[src/rtl/brf_pkg.sv]
package brf_pkg;
   localparam int BANK_W = 2;
   localparam int NWORD  = 5;
   localparam logic [3:0] OFF_BANK = 4'd14;
   localparam logic [3:0] OFF_SKIP = 4'd15;

   typedef enum logic [2:0] {
      W_TX  = 3'd0,
      W_RX  = 3'd1,
      W_CFG = 3'd2,
      W_GP  = 3'd3,
      W_CTL = 3'd4
   } word_e;

   typedef struct packed {
      logic             bank_we;
      logic [NWORD-1:0] lo_we;
      logic [NWORD-1:0] hi_we;
      logic             pkt_we;
      logic             mask_we;
      logic             ack_we;
      logic             thr_we;
      logic             mmu_we;
      logic             bad;
   } dec_t;
endpackage

[src/rtl/brf_decode.sv]
module brf_decode
   import brf_pkg::*;
(
   input  logic              wr_en,
   input  logic [BANK_W-1:0] bank,
   input  logic [3:0]        off,
   output dec_t              dec
);
   always_comb begin
      dec = '0;
      if (wr_en) begin
         if (off == OFF_BANK) begin
            dec.bank_we = 1'b1;
         end else if (off != OFF_SKIP) begin
            case (bank)
               2'd0: begin
                  case (off)
                     4'd0:         dec.lo_we[W_TX] = 1'b1;
                     4'd1:         dec.hi_we[W_TX] = 1'b1;
                     4'd4:         dec.lo_we[W_RX] = 1'b1;
                     4'd5:         dec.hi_we[W_RX] = 1'b1;
                     4'd10, 4'd11: ; // accepted, no effect
                     default:      dec.bad = 1'b1;
                  endcase
               end
               2'd1: begin
                  case (off)
                     4'd0:         dec.lo_we[W_CFG] = 1'b1;
                     4'd1:         dec.hi_we[W_CFG] = 1'b1;
                     4'd10:        dec.lo_we[W_GP]  = 1'b1;
                     4'd11:        dec.hi_we[W_GP]  = 1'b1;
                     4'd12:        dec.lo_we[W_CTL] = 1'b1;
                     4'd13:        dec.hi_we[W_CTL] = 1'b1;
                     default:      ; // offsets 2..9 accepted, no effect
                  endcase
               end
               2'd2: begin
                  case (off)
                     4'd0:    dec.mmu_we  = 1'b1;
                     4'd2:    dec.pkt_we  = 1'b1;
                     4'd12:   dec.ack_we  = 1'b1;
                     4'd13:   dec.mask_we = 1'b1;
                     default: ; // 1, 3..11 accepted, no effect
                  endcase
               end
               default: begin
                  case (off)
                     4'd12:        dec.thr_we = 1'b1;
                     4'd10, 4'd11: dec.bad    = 1'b1;
                     default:      ; // 0..9, 13 accepted, no effect
                  endcase
               end
            endcase
         end
      end
   end
endmodule

[src/rtl/brf_word16.sv]
module brf_word16 #(
   parameter int               DATA_W   = 8,
   parameter logic [DATA_W-1:0] FORCE_LO = '0
) (
   input  logic                  clk,
   input  logic                  rst_n,
   input  logic                  clr,
   input  logic                  lo_we,
   input  logic                  hi_we,
   input  logic [DATA_W-1:0]     d,
   output logic [2*DATA_W-1:0]   q
);
   always_ff @(posedge clk or negedge rst_n) begin
      if (!rst_n) begin
         q <= '0;
      end else if (clr) begin
         q <= '0;
      end else begin
         if (lo_we) q[DATA_W-1:0]        <= d & ~FORCE_LO;
         if (hi_we) q[2*DATA_W-1:DATA_W] <= d;
      end
   end

   // forced low bits never stored on a low-byte write
   p_force_lo_r4: assert property (@(posedge clk) disable iff (!rst_n)
      (lo_we && !clr) |=> q[DATA_W-1:0] == ($past(d) & ~FORCE_LO));

   // high byte takes the written data
   p_hi_byte_r2: assert property (@(posedge clk) disable iff (!rst_n)
      (hi_we && !clr) |=> q[2*DATA_W-1:DATA_W] == $past(d));
endmodule

[src/rtl/brf_irq.sv]
module brf_irq #(
   parameter int                IRQ_W    = 8,
   parameter logic [IRQ_W-1:0]  ACK_MASK = 8'hD6,
   parameter int                TX_BIT   = 1,
   parameter bit                SET_WINS = 1'b1
) (
   input  logic             clk,
   input  logic             rst_n,
   input  logic             clr,
   input  logic [IRQ_W-1:0] set,
   input  logic             ack_we,
   input  logic             mask_we,
   input  logic [IRQ_W-1:0] d,
   output logic [IRQ_W-1:0] stat_q,
   output logic [IRQ_W-1:0] mask_q,
   output logic             irq,
   output logic             pop
);
   logic [IRQ_W-1:0] clr_bits;
   logic [IRQ_W-1:0] stat_nxt;

   assign clr_bits = ack_we ? (d & ACK_MASK) : '0;

   generate
      if (SET_WINS) begin : g_set_wins
         assign stat_nxt = (stat_q & ~clr_bits) | set;
      end else begin : g_ack_wins
         assign stat_nxt = (stat_q | set) & ~clr_bits;
      end
   endgenerate

   always_ff @(posedge clk or negedge rst_n) begin
      if (!rst_n) begin
         stat_q <= '0;
         mask_q <= '0;
         irq    <= 1'b0;
         pop    <= 1'b0;
      end else if (clr) begin
         stat_q <= '0;
         mask_q <= '0;
         irq    <= 1'b0;
         pop    <= 1'b0;
      end else begin
         stat_q <= stat_nxt;
         if (mask_we) mask_q <= d;
         irq <= |(stat_q & mask_q);
         pop <= ack_we & d[TX_BIT];
      end
   end

   // acknowledged clearable bits drop unless re-raised
   p_ack_clear_r6: assert property (@(posedge clk) disable iff (!rst_n)
      (ack_we && set == '0) |=> (stat_q & $past(d & ACK_MASK)) == '0);

   // protected bits survive an acknowledge
   p_ack_keep_r6: assert property (@(posedge clk) disable iff (!rst_n)
      (ack_we && !clr) |=> (stat_q & ~ACK_MASK) == ($past((stat_q | set) & ~ACK_MASK)));

   // transmit acknowledge pops the done queue
   p_pop_r7: assert property (@(posedge clk) disable iff (!rst_n)
      (ack_we && d[TX_BIT] && !clr) |=> pop);

   // interrupt follows status and mask one cycle later
   p_irq_r9: assert property (@(posedge clk) disable iff (!rst_n)
      (!clr) |=> irq == (|($past(stat_q & mask_q))));

   generate
      if (SET_WINS) begin : g_chk_set
         // event inputs win over a same-cycle acknowledge
         p_set_wins_r8: assert property (@(posedge clk) disable iff (!rst_n)
            (!clr) |=> (stat_q & $past(set)) == $past(set));
      end
   endgenerate
endmodule

[src/rtl/bank_regfile.sv]
module bank_regfile
   import brf_pkg::*;
#(
   parameter int               DATA_W    = 8,
   parameter int               THR_W     = 5,
   parameter int               CMD_W     = 3,
   parameter logic [DATA_W-1:0] ACK_MASK = 8'hD6,
   parameter int               TX_BIT    = 1,
   parameter int               SOFT_BIT  = 15,
   parameter logic [DATA_W-1:0] CTL_FORCE = 8'h03,
   parameter bit               SET_WINS  = 1'b1
) (
   input  logic                clk,
   input  logic                rst_n,
   input  logic                wr_en,
   input  logic [3:0]          wr_off,
   input  logic [DATA_W-1:0]   wr_data,
   input  logic [DATA_W-1:0]   irq_set,
   output logic [BANK_W-1:0]   bank_sel,
   output logic [2*DATA_W-1:0] tx_ctrl,
   output logic [2*DATA_W-1:0] rx_ctrl,
   output logic [2*DATA_W-1:0] cfg_word,
   output logic [2*DATA_W-1:0] gp_word,
   output logic [2*DATA_W-1:0] ctl_word,
   output logic [DATA_W-1:0]   pkt_num,
   output logic [DATA_W-1:0]   irq_mask,
   output logic [DATA_W-1:0]   irq_stat,
   output logic [THR_W-1:0]    rx_thresh,
   output logic                irq,
   output logic                mmu_valid,
   output logic [CMD_W-1:0]    mmu_cmd,
   output logic                txdone_pop,
   output logic                bad_access
);
   localparam int WORD_W   = 2 * DATA_W;
   localparam int SOFT_IDX = SOFT_BIT - DATA_W;
   localparam int CMD_LSB  = DATA_W - CMD_W;

   generate
      if (DATA_W != 8) begin : g_err_dw
         $error("bank_regfile: DATA_W must be 8");
      end
      if (THR_W < 1 || THR_W > DATA_W) begin : g_err_thr
         $error("bank_regfile: THR_W out of range");
      end
      if (CMD_W < 1 || CMD_W > DATA_W) begin : g_err_cmd
         $error("bank_regfile: CMD_W out of range");
      end
      if (SOFT_BIT < DATA_W || SOFT_BIT >= WORD_W) begin : g_err_soft
         $error("bank_regfile: SOFT_BIT must sit in the high byte");
      end
      if (TX_BIT < 0 || TX_BIT >= DATA_W) begin : g_err_tx
         $error("bank_regfile: TX_BIT out of range");
      end
   endgenerate

   dec_t dec;
   logic srst;
   logic [BANK_W-1:0] bank_q;
   logic [NWORD-1:0][WORD_W-1:0] words;
   logic bad_q;

   brf_decode u_dec (
      .wr_en (wr_en),
      .bank  (bank_q),
      .off   (wr_off),
      .dec   (dec)
   );

   assign srst = dec.hi_we[W_RX] & wr_data[SOFT_IDX];

   genvar gi;
   generate
      for (gi = 0; gi < NWORD; gi++) begin : g_word
         localparam logic [DATA_W-1:0] FMASK = (gi == int'(W_CTL)) ? CTL_FORCE : '0;
         brf_word16 #(
            .DATA_W   (DATA_W),
            .FORCE_LO (FMASK)
         ) u_w (
            .clk   (clk),
            .rst_n (rst_n),
            .clr   (srst),
            .lo_we (dec.lo_we[gi]),
            .hi_we (dec.hi_we[gi] & ~srst),
            .d     (wr_data),
            .q     (words[gi])
         );
      end
   endgenerate

   brf_irq #(
      .IRQ_W    (DATA_W),
      .ACK_MASK (ACK_MASK),
      .TX_BIT   (TX_BIT),
      .SET_WINS (SET_WINS)
   ) u_irq (
      .clk     (clk),
      .rst_n   (rst_n),
      .clr     (srst),
      .set     (irq_set),
      .ack_we  (dec.ack_we),
      .mask_we (dec.mask_we),
      .d       (wr_data),
      .stat_q  (irq_stat),
      .mask_q  (irq_mask),
      .irq     (irq),
      .pop     (txdone_pop)
   );

   always_ff @(posedge clk or negedge rst_n) begin
      if (!rst_n) begin
         bank_q    <= '0;
         pkt_num   <= '0;
         rx_thresh <= '0;
         mmu_valid <= 1'b0;
         mmu_cmd   <= '0;
         bad_q     <= 1'b0;
      end else if (srst) begin
         bank_q    <= '0;
         pkt_num   <= '0;
         rx_thresh <= '0;
         mmu_valid <= 1'b0;
         mmu_cmd   <= '0;
         bad_q     <= 1'b0;
      end else begin
         if (dec.bank_we) bank_q    <= wr_data[BANK_W-1:0];
         if (dec.pkt_we)  pkt_num   <= wr_data;
         if (dec.thr_we)  rx_thresh <= wr_data[THR_W-1:0];
         mmu_valid <= dec.mmu_we;
         if (dec.mmu_we)  mmu_cmd   <= wr_data[DATA_W-1:CMD_LSB];
         if (dec.bad)     bad_q     <= 1'b1;
      end
   end

   assign bank_sel   = bank_q;
   assign tx_ctrl    = words[W_TX];
   assign rx_ctrl    = words[W_RX];
   assign cfg_word   = words[W_CFG];
   assign gp_word    = words[W_GP];
   assign ctl_word   = words[W_CTL];
   assign bad_access = bad_q;

   // bank select from any bank
   p_bank_r1: assert property (@(posedge clk) disable iff (!rst_n)
      (wr_en && wr_off == OFF_BANK) |=> bank_sel == $past(wr_data[BANK_W-1:0]));

   // offset 15 leaves the register state alone
   p_skip_r1: assert property (@(posedge clk) disable iff (!rst_n)
      (wr_en && wr_off == OFF_SKIP) |=> $stable(bank_sel) && $stable(words) && $stable(pkt_num)
                                        && $stable(rx_thresh) && $stable(irq_mask));

   // soft reset clears the whole block
   p_soft_r3: assert property (@(posedge clk) disable iff (!rst_n)
      srst |=> (words == '0) && (bank_sel == '0) && !bad_access && !irq && (irq_stat == '0));

   // threshold keeps the low bits of the write
   p_thr_r10: assert property (@(posedge clk) disable iff (!rst_n)
      (wr_en && bank_sel == 2'd3 && wr_off == 4'd12) |=> rx_thresh == $past(wr_data[THR_W-1:0]));

   // command write produces a one-cycle pulse with its code
   p_mmu_r11: assert property (@(posedge clk) disable iff (!rst_n)
      (wr_en && bank_sel == 2'd2 && wr_off == 4'd0) |=> mmu_valid && mmu_cmd == $past(wr_data[DATA_W-1:CMD_LSB]));

   // error flag is sticky until reset
   p_bad_sticky_r12: assert property (@(posedge clk) disable iff (!rst_n)
      (bad_access && !srst) |=> bad_access);
endmodule

[config.mk]
export PLATFORM = sky130hd
export DESIGN_NAME = bank_regfile
export DESIGN_NICKNAME = d
export VERILOG_FILES = /design/src/rtl/brf_pkg.sv /design/src/rtl/brf_decode.sv /design/src/rtl/brf_word16.sv /design/src/rtl/brf_irq.sv /design/src/rtl/bank_regfile.sv
export SDC_FILE = /design/constraint.sdc
export NUM_CORES = 1
export LEC_CHECK = 0
export BUFFER_PORTS_ARGS = -buffer_cell sky130_fd_sc_hd__buf_2
export CAP_MARGIN = 20
export CORE_ASPECT_RATIO = 1.1
export CORE_UTILIZATION = 35
export CTS_CLUSTER_SIZE = 8
export DETAILED_ROUTE_END_ITERATION = 12
export PLACE_DENSITY = 0.57
export SLEW_MARGIN = 40
export SYNTH_ARGS = -nofsm -noshare
export SYNTH_HDL_FRONTEND = slang
export SYNTH_HIERARCHICAL = 1
export SYNTH_SLANG_ARGS = --single-unit
export TNS_END_PERCENT = 5
[constraint.sdc]
create_clock -name clk -period 2.6 [get_ports clk]
set_input_delay 0.13 -clock clk [delete_from_list [all_inputs] [get_ports clk]]
set_output_delay 0.13 -clock clk [all_outputs]
set_load 0.02 [all_outputs]
== After elaboration in Yosys (flattened, before gate mapping) ==
Index checks and enable logic that the tools add are counted.

* Input port bits: 23
* Bits in registers: 118
* Word-level logic and storage cells: 122
* Output and inout port bits: 118

* Mux-type cells: 55
* Bitwise gates (word level): 12
* Reductions and logical operators: 23
* Eq/ne operators: 12

{| class="wikitable"
|+ Operators with widths
! kind !! number
|-
| $mux W8 || 16
|-
| $mux W16 || 7
|-
| $reduce_bool A2 Y1 || 16
|-
| $eq A4 B4 Y1 const B || 5
|-
| $mux W1 || 19
|-
| $mux W17 || 1
|-
| $and A8 B8 Y8 || 2
|-
| $mux W3 || 5
|-
| $mux W5 || 2
|-
| $eq A4 B3 Y1 const B || 2
|-
| $mux W2 || 4
|-
| $not A8 Y8 || 1
|-
| $or A8 B8 Y8 || 1
|-
| $reduce_or A8 Y1 || 1
|-
| $and A1 B1 Y1 || 7
|-
| $reduce_or A6 Y1 || 1
|-
| $eq A4 B1 Y1 const B || 1
|-
| $eq A4 B2 Y1 const B || 1
|-
| $logic_not A4 Y1 || 1
|-
| $ne A4 B4 Y1 const B || 1
|-
| $reduce_or A2 Y1 || 2
|-
| $reduce_or A3 Y1 || 1
|-
| $eq A2 B1 Y1 const B || 1
|-
| $eq A2 B2 Y1 const B || 1
|-
| other kinds (3) || 3
|}

== Depth between registers and ports, before layout ==
* Depth in word-level cells: 12
* Depth in mapped cells: 10

== Hierarchy ==
Netlist, hierarchy kept.

{| class="wikitable"
|+ By module, submodules not included
! module !! times used !! cells an instance !! area each (µm²)
|-
| brf_word16 (g_word[0].u_w ...) || 4 || 52 || 659.4
|-
| bank_regfile || 1 || 70 || 904.6
|-
| brf_irq || 1 || 60 || 744.5
|-
| brf_word16 (g_word[4].u_w) || 1 || 48 || 585.6
|-
| brf_decode || 1 || 37 || 215.2
|}

== Least setup slack after synthesis ==
No wires, ideal clock.

* Path kind: reg-to-reg
* Start: register bank_q[1] (netlist: bank_sel[1])
* End: register g_word[4].u_w.q[10]
* Cell stages (with the launch flop): 10
* Library setup time: 0.121 ns
* Period minus slack after synthesis: 1.804 ns
* Arrival time: 1.683 ns
* Data required time: 2.479 ns
* Setup slack: 0.796 ns
* Cell sequence: dfrtp_1 -> nor2_1 -> nand4_1 -> nor2_1 -> and2_1 -> buf_6 -> and2b_2 -> buf_6 -> mux2i_1 -> nor2_1

{| class="wikitable"
|+ RTL lines
! what !! RTL line !! RTL
|-
| start: declaration || bank_regfile.sv:59 || <nowiki>logic [BANK_W-1:0] bank_q;</nowiki>
|-
| start signal: assignment || bank_regfile.sv:126 || <nowiki>if (dec.bank_we) bank_q <= wr_data[BANK_W-1:0];</nowiki>
|-
| end signal: indexed assignment || brf_word16.sv:19 || <nowiki>if (lo_we) q[DATA_W-1:0] <= d & ~FORCE_LO;</nowiki>
|-
| end: declaration || brf_word16.sv:11 || <nowiki>output logic [2*DATA_W-1:0] q</nowiki>
|}

==> summary.md <==
| Metric | Value |
|---|---|
| Commonest non-fill, non-tap cells in the layout | buf_2, dfrtp_1, nor2_1 |
| Ant. Diodes | 0 |
| Leakage power | approximately 3.2 nW |
| Clock Sinks | around 120 |
| Core Region | 14000 sq um |
| GRT Util Overall | between 10% and 20% |
| Die area | 15000 sq um |
| First-pass GRT wire length | 20100 um |
| Most common cell after layout, fill and taps aside | buf_2 |
| Area fraction of the dominant cell type after synthesis | a little under three fifths |
| Setup_tns | 0 ns |
| M1 WL | between 5000 and 6000 um |
| Port bufs | approximately 140 |
| Hold Fails Final Rpt | 0 |
| Post-detail-place hpwl | 8550 um |
| DP Worst Slack | 0.555 ns |
| Pin count of the biggest net entering global routing | between 50 and 60 |
| Netlist cell types | 29 |
| Clock skew | approximately 0.006 ns |
| Initial core utilization | between 30% and 40% |
| Hold crit path type | primary input to flip-flop |
| Max cap viols | 0 |
| Met2 wire length | roughly 6300 um |
| Period Utilization, post-route | around 79% |
| Mapped cell area | roughly 5000 sq um |
| Sequential area share after synthesis | approximately 57% |
| CP arrival | about 2.3 ns |
| Startpoint types | flip-flop |
| Ys Warns | 6 |
| Slew Viols, Final | 0 |
| H-tree Lvls | 4 |
| Share of cells above drive strength 1 | around 36% |
| Unrepaired setup endpoints after global routing | no |
| Worst Slack Setup Final | 0.535 ns |
| Primary FF master, synth | dfrtp_1 |
| Avg WL per Cell | between 15 and 20 um |
| Antenna violations before repair | 0 |
| CP Class | flip-flop to flip-flop |
| Die Y | between 100 and 150 um |
| Detailed-route via count | ~3600 |
| Worst VDD drop | about 0.4 mV |
| DRT Pass-1 Iters | 4 |
| Worst slew margin | between 60% and 70% |
| Asr flop ratio synth | between 90% and 100% |
| Post-synth EDFFs | 0 |
| Post-DRT Antenna Nets | 0 |
| DRC Markers | 0 |
| Clock Pin Slew Worst Setup and Hold Paths | roughly 0.050 ns |
| Post-synth top area cell | dfrtp_1 |
| Gate Count Post-Synth | about 420 |
| Routability cong. | 0.824 |
| Pwr Density | approximately 940 nW/um^2 |
| DR top layer | met4 |
| Synth-to-layout area growth | 30.0% |
| Fillers | 1302 |
| Die Width | about 120 um |
| WL final | around 13000 um |
| Post-synthesis register bit count | 116 |
| Number of DRC markers in iteration 0 | roughly 180 |
| Cells taking the most area after synthesis | dfrtp_1, mux2i_1, nor2_1 |
| Syn Area/Cell | between 10 and 15 sq um |
| CTS tree | yes |
| GR Overflow Total | 0 |
| Outcome | finished, final reports clean |
| F_max | roughly 480 MHz |
| Inserted Clock Buffers | 17 |
| Post_cts resized | 0 |
| Post-CTS setup repair buffer count | 0 |
| I/O pin cnt | 141 |
| Row count | 45 |
| Clock Latency Late Sink | 0.40 ns |
| Via density | 4.72 |
| Worst setup EP type | flip-flop |
| CTS max path bufs | 2 |
| Vias in the first global route | 3573 |
| Data required time of the worst path | 2.87 ns |
| Tmin final | between 2 and 2.5 ns |
| Metal3 WL | 633 um |
| Crit Path Max Fanout | 28 |
| Actual slew at the worst max-slew pin | around 0.53 ns |
| Setup-failing EPs final | 0 |
| Post-layout nets | 594 |
| Root buffer cell | clkbuf_16 |
==> power by group <==
part           internal [mW]  leakage, nW  total, mW  switching (mW)
clock network           1.75        0.311       2.58           0.832
registers               2.13         1.51       2.32           0.189
logic                  0.443         1.40       1.30           0.858
total                   4.33         3.23       6.20            1.88
==> Yosys cell counts, types with 2 or more instances <==
master,instances
a21boi_0,6
a22oi_1,4
and2b_2,6
buf_2,4
buf_4,3
buf_6,18
clkbuf_2,6
dfrtp_1,116
mux2i_1,104
nand2_1,4
nand3_1,2
nand3b_1,3
nor2_1,110
nor2_2,6
nor2_4,3
nor3_1,4
nor4_1,8
o21ba_2,5
==> per-layer routing <==
layer,global-route usage (%),vias up
met2,28.5,103
li1,-,1712
met3,4.15,11
met4,6.40,0
met1,24.6,1821
met5,0,-
==> per-stage QoR <==
stage / power, mW / util [%] / std cells / instance area [sq um] / hold WS, ns
2_1_floorplan: 3.11 / - / 424 / 5090 / -0.166
3_3_place_gp: 3.63 / 41.9 / 731 / 5870 / 0.134
3_5_place_dp: 3.66 / 41.9 / 731 / 5870 / 0.147
4_1_cts: 6.28 / 47.2 / 772 / 6620 / 0.149
5_1_grt: 6.50 / 47.2 / 772 / 6620 / 0.173
6_report: 6.20 / 47.2 / 772 / 6620 / 0.149
==> sequential cells by signal, summed over array words and instances, names as in the netlist <==
register,cells
mmu_cmd,3
u_irq/mask_q,8
u_irq/irq,1
u_irq/pop,1
pkt_num,8
mmu_valid,1
rx_thresh,5
bad_access,1
u_irq/stat_q,8
bank_sel,2
g_word.u_w/q,78
==> critical path: stages (launching register included) <==
cell	delay, ns
dfrtp_1	0.44
nor2_1	0.22
nand4_1	0.15
nor2_1	0.15
and2_4	0.36
and2b_2	0.36
mux2i_1	0.19
nor2_1	0.06
==> worst paths after layout <==
| check | start | end | slack [ns] | cells past startpoint |
|---|---|---|---|---|
| max reg2reg | bank_sel[1] | g_word[4].u_w/q[13] | 0.54 | 7 |
| max in group asynchronous | rst_n | u_irq/mask_q[6] | 1.52 | 3 |
| min in group asynchronous | rst_n | g_word[2].u_w/q[11] | 0.25 | 2 |
| max | bank_sel[1] | g_word[4].u_w/q[13] | 0.54 | 7 |
| min | wr_data[1] | u_irq/pop | 0.15 | 3 |
| min reg2reg | bad_access | bad_access | 0.51 | 2 |
==> area by class of cell <==
| class | count | area (sq um) | area share [%] |
|---|---|---|---|
| clock buffers | 19 | 453 | 6.85 |
| flip-flops and latches | 116 | 2900 | 43.9 |
| clock inverters | 13 | 204 | 3.08 |
| repair buffers | 160 | 906 | 13.7 |
| well taps | 188 | 235 | 3.56 |
| inverters | 1 | 3.75 | 0.0567 |
| multi-input cells | 275 | 1910 | 28.9 |
==> repair_timing <==
item	in CTS	in global routing
hold buffers	9	0
endpoints found under the setup margin	0	0
endpoints found under the hold margin	46	0
==> logic make-up after synthesis <==
kind of cell | after synthesis | share of synthesized area, %
AND/OR/NAND/NOR | 152 | 13.8
other | 1 | 0.0737
AO/OA/AOI/OAI | 17 | 2.73
buffers and inverters | 33 | 5.88
multiplexers | 104 | 20.5
flip-flops | 116 | 57.1
(Power assumes the default switching activity.)
